<file path="config.mk">
export PLATFORM = sky130hd
export DESIGN_NAME = dbg_cnt_brk
export DESIGN_NICKNAME = d
export VERILOG_FILES = /design/src/rtl/dcb_pkg.sv /design/src/rtl/dcb_phase.sv /design/src/rtl/dcb_next.sv /design/src/rtl/dcb_pcmatch.sv /design/src/rtl/dbg_cnt_brk.sv
export SDC_FILE = /design/constraint.sdc
export NUM_CORES = 1
export LEC_CHECK = 0
export BUFFER_PORTS_ARGS = -buffer_cell sky130_fd_sc_hd__buf_4
export CAP_MARGIN = 20
export CELL_PAD_IN_SITES_DETAIL_PLACEMENT = 0
export CELL_PAD_IN_SITES_GLOBAL_PLACEMENT = 1
export CORE_MARGIN = 10
export CORE_UTILIZATION = 30
export CTS_CLUSTER_DIAMETER = 40
export DETAILED_ROUTE_END_ITERATION = 8
export PLACE_DENSITY = 0.68
export SLEW_MARGIN = 30
export SYNTH_ARGS = -nofsm -noshare
export SYNTH_HDL_FRONTEND = slang
export SYNTH_SLANG_ARGS = --single-unit
</file>
<file path="constraint.sdc">
create_clock -name clk -period 3.27 [get_ports clk]
set_clock_uncertainty 0.1 [all_clocks]
set_input_delay 0.4905 -clock clk [delete_from_list [all_inputs] [get_ports clk]]
set_output_delay 0.4905 -clock clk [all_outputs]
set_load 0.005 [all_outputs]
</file>
<file path="src/rtl/dcb_pkg.sv">
package dcb_pkg;

    typedef enum logic [1:0] {
        MODE_CYC  = 2'b00,
        MODE_DOWN = 2'b01,
        MODE_PCM  = 2'b10,
        MODE_OFF  = 2'b11
    } dcb_mode_e;

    typedef struct packed {
        logic run;    // CPU executing (not in debug mode)
        logic leave;  // first running cycle after debug mode
        logic load;   // debug-port write accepted
    } dcb_ctl_t;

endpackage

</file>
<file path="src/rtl/dcb_phase.sv">
module dcb_phase
    import dcb_pkg::*;
(
    input  logic     clk,
    input  logic     rst,
    input  logic     dbg_mode,
    input  logic     wr_en,
    output dcb_ctl_t ctl
);
    logic dbg_q;

    always_ff @(posedge clk) begin
        if (rst) dbg_q <= 1'b1;
        else     dbg_q <= dbg_mode;
    end

    always_comb begin
        ctl.run   = ~dbg_mode;
        ctl.leave = dbg_q & ~dbg_mode;
        ctl.load  = dbg_mode & wr_en;
    end
endmodule

</file>
<file path="src/rtl/dcb_next.sv">
module dcb_next
    import dcb_pkg::*;
#(
    parameter int W = 16
) (
    input  dcb_ctl_t   ctl,
    input  dcb_mode_e  mode,
    input  logic [W-1:0] cnt,
    input  logic [W-1:0] wdata,
    output logic [W-1:0] nxt,
    output logic       reach_zero
);
    localparam logic [W-1:0] CNT_MAX = {W{1'b1}};
    localparam logic [W-1:0] CNT_ONE = W'(1);

    always_comb begin
        nxt        = cnt;
        reach_zero = 1'b0;
        if (ctl.load) begin
            nxt = wdata;
        end else begin
            unique case (mode)
                MODE_CYC: begin
                    if (ctl.leave)                         nxt = '0;
                    else if (ctl.run && cnt != CNT_MAX)    nxt = cnt + CNT_ONE;
                end
                MODE_DOWN: begin
                    if (ctl.run && cnt != '0)              nxt = cnt - CNT_ONE;
                    reach_zero = ctl.run && (cnt == CNT_ONE);
                end
                default: nxt = cnt;
            endcase
        end
    end
endmodule

</file>
<file path="src/rtl/dcb_pcmatch.sv">
module dcb_pcmatch
    import dcb_pkg::*;
#(
    parameter int W = 16
) (
    input  dcb_ctl_t     ctl,
    input  dcb_mode_e    mode,
    input  logic         fetch,
    input  logic [W-1:0] pc,
    input  logic [W-1:0] cnt,
    output logic         hit
);
    always_comb hit = (mode == MODE_PCM) && ctl.run && fetch && (pc == cnt);
endmodule

</file>
<file path="src/rtl/dbg_cnt_brk.sv">
module dbg_cnt_brk
    import dcb_pkg::*;
#(
    parameter int W = 16
) (
    input  logic         clk,
    input  logic         rst,
    input  logic         dbg_mode_i,
    input  logic [W-1:0] pc_i,
    input  logic         fetch_i,
    input  logic         wr_en_i,
    input  logic [W-1:0] wr_data_i,
    input  logic [1:0]   mode_i,
    output logic [W-1:0] count_o,
    output logic         brk_o
);
    localparam logic [W-1:0] CNT_MAX = {W{1'b1}};

    dcb_mode_e    mode;
    dcb_ctl_t     ctl;
    logic [W-1:0] cnt_q, cnt_d;
    logic         zero_d, zero_q, pc_hit;

    assign mode = dcb_mode_e'(mode_i);

    dcb_phase u_phase (
        .clk(clk), .rst(rst), .dbg_mode(dbg_mode_i), .wr_en(wr_en_i), .ctl(ctl)
    );

    dcb_next #(.W(W)) u_next (
        .ctl(ctl), .mode(mode), .cnt(cnt_q), .wdata(wr_data_i),
        .nxt(cnt_d), .reach_zero(zero_d)
    );

    dcb_pcmatch #(.W(W)) u_pcm (
        .ctl(ctl), .mode(mode), .fetch(fetch_i), .pc(pc_i), .cnt(cnt_q), .hit(pc_hit)
    );

    always_ff @(posedge clk) begin
        if (rst) begin
            cnt_q  <= '0;
            zero_q <= 1'b0;
        end else begin
            cnt_q  <= cnt_d;
            zero_q <= zero_d;
        end
    end

    assign count_o = cnt_q;
    assign brk_o   = zero_q | pc_hit;


    cyc_clear_chk: assert property (@(posedge clk) disable iff (rst)
        (mode == MODE_CYC && ctl.leave) |=> (count_o == '0));


    no_overflow_chk: assert property (@(posedge clk) disable iff (rst)
        (mode == MODE_CYC && !dbg_mode_i && !ctl.leave && count_o == CNT_MAX) |=> (count_o == CNT_MAX));


    dbg_hold_chk: assert property (@(posedge clk) disable iff (rst)
        (dbg_mode_i && !wr_en_i) |=> $stable(count_o));


    down_step_chk: assert property (@(posedge clk) disable iff (rst)
        (mode == MODE_DOWN && !dbg_mode_i && count_o != '0) |=> (count_o == $past(count_o) - W'(1)));


    zero_pulse_chk: assert property (@(posedge clk) disable iff (rst)
        zero_q |=> !zero_q);


    pc_fetch_chk: assert property (@(posedge clk) disable iff (rst)
        (mode == MODE_PCM && !fetch_i) |-> !brk_o || zero_q);


    wr_load_chk: assert property (@(posedge clk) disable iff (rst)
        (dbg_mode_i && wr_en_i) |=> (count_o == $past(wr_data_i)));
endmodule

</file>
==> flow_summary_export.csv <==
group,metric,value,unit
clocking,cts_setup_buffers,0,
clocking,clock_path_buffers,2,
die,die_h,97.1,um
sta,finalHoldViolCount,0,
cells_and_area,syn2layout_area_growth,26.3,%
grt,antenna_found_initial,0,
worst_setup_path,crit_type,"reg2out",
yosys,ys_seq_area_share,20.2,%
min_path,holdPathStages,2,
clocking,cts.sinks,18,
yosys,syn-num-nets,287,
grt,first_global_vias,2023,
worst_setup_path,reg2reg_to,"count_o[4]",
drt,first_pass_iters,4,
cells_and_area,num-nets-final,328,
power_and_ir_drop,pwr_density_cell,315,nW/um^2
cells_and_area,final_common_cell,"buf_4",
worst_setup_path,end_kind,"output pin",
worst_setup_path,crit_slowest_cell,"dfxtp_1",
placement,placed_area,2210,um^2
die,die_w,97.1,um
worst_setup_path,arrival,2.28,ns
clocking,cts_tree,"yes",
cells_and_area,final_cell_mix,"buf_4, nand2_1, nor2_1, dfxtp_1, xnor2_1",
cells_and_area,fin_cells,359,
drt,vias_per_cell,5.67,
sta,relSlewSlack,53.9,%
clocking,cts.clk_slew.worst_paths,0.08,ns
sta,period_minus_slack,2.87,ns
clocking,cts_root_buffer,"clkbuf_8",
worst_setup_path,required,2.68,ns
drt,final_antenna_net_count,0,
min_path,hold_end,"count_o[9]",
die,fp-row-count,28,
min_path,worstHoldPathType,"in2reg",
clocking,ctsHoldBuffers,0,
die,dieArea,9440,um^2
yosys,avgSynthCellArea,7.29,um^2
drt,via_count,2036,
yosys,syn_area,1790,um^2
clocking,htree_levels,1,
min_path,min_from,"wr_data_i[9]",
worst_setup_path,cp.buffers_inverters,1,
sta,slew_viol_final,0,
sta,rsz0062_at_grt,"no",
yosys,synth_edf_count,0,
placement,dp_hpwl,5.09,mm
placement,globalplace.congestion,0.881,
placement,numPortBuffers,55,
yosys,synthCells,245,
clocking,cts_resized,0,
worst_setup_path,crit_fanout,14,
worst_setup_path,regToRegSetupSlack,0.54,ns
drt,drt_iter0_drc,125,
clocking,cts_made_buffers,3,
die,core_region_area,5850,um^2
drt,highest_layer,"met4",
yosys,synth_ff_type,"dfxtp_1",
power_and_ir_drop,peakVddDrop,0.121,mV
worst_setup_path,crit_chain,"xor2_1 -> nor4_1 -> nand3_1 -> nor3_1 -> a41o_1 -> buf_4",
sta,finalSetupViolCount,0,
power_and_ir_drop,leakagePower,0.876,nW
die,initial_core_util,30.5,%
cells_and_area,regArea,360,um^2
worst_setup_path,start_kind,"register",
drt,wl_met1,3.14,mm
sta,fmax,348,MHz
grt,overflow,0,
yosys,yosysWarnings,0,
yosys,synth_seq_cells,18,
drt,routed_wl,6.69,mm
worst_setup_path,slowest_delay,0.61,ns
sta,tightestPinTransition,0.689,ns
placement,place_inst,356,
yosys,synthDistinctLibCells,52,
sta,fin_tns_setup,0,ns
drt,dr_wl_met2,3.04,mm
status,outcome,"finished clean",
sta,min_period_over_period,87.9,%
cells_and_area,final_cell_area,2250,um^2
grt,grt_pass1_wl,11.0,mm
worst_setup_path,reg2reg_from,"count_o[0]",
cells_and_area,multiInputGateArea,1290,um^2
drt,met3_length,448,um
cells_and_area,num-fill-cells,651,
worst_setup_path,crit_family,"simple AND/OR/NAND/NOR gates",
yosys,async_flop_share,0,%
grt,grt_max_degree,18,
drt,wl_per_cell,18.6,um
die,ios,56,
worst_setup_path,reg2reg_depth,7,
cells_and_area,drive_above_1_share,27.1,%
cells_and_area,diodes,0,
run,max_cap_violations,0,
clocking,clock_latency,0.26,ns
drt,drc,0,
grt,track_usage,13.8,%
==> Yosys cell counts (3+ instances only) <==
cell type  instances  area share [%]
a311oi_1           6             2.9
nand2b_1           3             1.1
xor2_1             8             3.9
xnor2_1           14             6.9
buf_6              3             1.9
a211oi_1           4             1.7
and3_1             3             1.1
a21oi_1           11             3.1
o221ai_1           5             2.5
or3_1              5             1.8
nand4_1            5             1.8
nand3_1           13             3.6
o21ai_0           12             3.4
ha_1               3             2.1
nor4_1             8             2.8
nor3_1            11             3.1
dfxtp_1           18              20
buf_2              3            0.84
nor2_1            20             4.2
or2_2              4             1.4
nor2b_1            3             1.1
nand2_1           24             5.0
clkbuf_1          18             3.8
a22oi_1            3             1.3
or4_1              3             1.3
==> worst register-to-register path: cells and delay by family, from the launching register on <==
| family | cells | cell delay, ns |
|---|---|---|
| flops | 1 | 0.59 |
| fa+ha+maj | 1 | 0.27 |
| compound gates | 1 | 0.23 |
| mux | 1 | 0.17 |
| simple gates | 4 | 1.29 |
==> cell type report <==
class	instances	share of cell area, %
Multi-Input combinational cell	199	57.0
Timing Repair Buffer	62	20.6
Sequential cell	18	16.0
Tap cell	75	4.16
Clock buffer	3	1.83
Inverter	2	0.333
==> logic make-up (layout without fill, tap and decap cells) <==
group           Yosys count  in the layout  synth area share [%]
compound gates           59             59                  23.6
xor+xnor                 22             22                  10.8
fa+ha+maj                 3              3                  2.10
buf+inv                  28             67                  7.78
flops                    18             18                  20.2
mux                       2              2                  1.82
simple gates            113            113                  33.7
==> worst max path at each step <==
stage / start / to / slack, ns / cells after the start
floorplan: count_o[0] / count_o[15] / 0.95 / 7
global placement: count_o[0] / count_o[4] / 0.72 / 7
detailed placement: count_o[0] / count_o[4] / 0.54 / 7
CTS: count_o[2] / brk_o / 0.49 / 6
global route: count_o[0] / count_o[4] / 0.22 / 7
finish: count_o[2] / brk_o / 0.40 / 6
==> through the flow <==
step                      power [W]  hold slack [ns]  util [%]  setup slack, ns
after floorplan            0.000445            0.459         -            0.946
after global routing       0.000755            0.321      38.5            0.224
after detailed placement   0.000551            0.509      37.8            0.545
after global placement     0.000551            0.501      37.8            0.716
after CTS                  0.000720            0.320      38.5            0.490
final                      0.000711            0.333      38.5            0.396
==> registers in the layout, indices dropped and copies added, names as in the netlist <==
register	count
count_o	16
u_phase.dbg_q	1
zero_q	1
==> metal layers <==
metal  global-route usage (%)  vias to the layer above
met5                        0                        -
met4                     4.20                        0
met3                     2.35                        4
met2                     22.2                       68
met1                     18.3                      976
li1                         -                      988
==> power by group <==
group | switching, W | leakage (nW) | internal [W]
registers | 0.0000414 | 0.148 | 0.000234
logic | 0.000135 | 0.707 | 0.000134
clock network | 0.0000843 | 0.0216 | 0.0000821
total | 0.000260 | 0.876 | 0.000451
No activity file was read; power rests on OpenSTA's default activity.
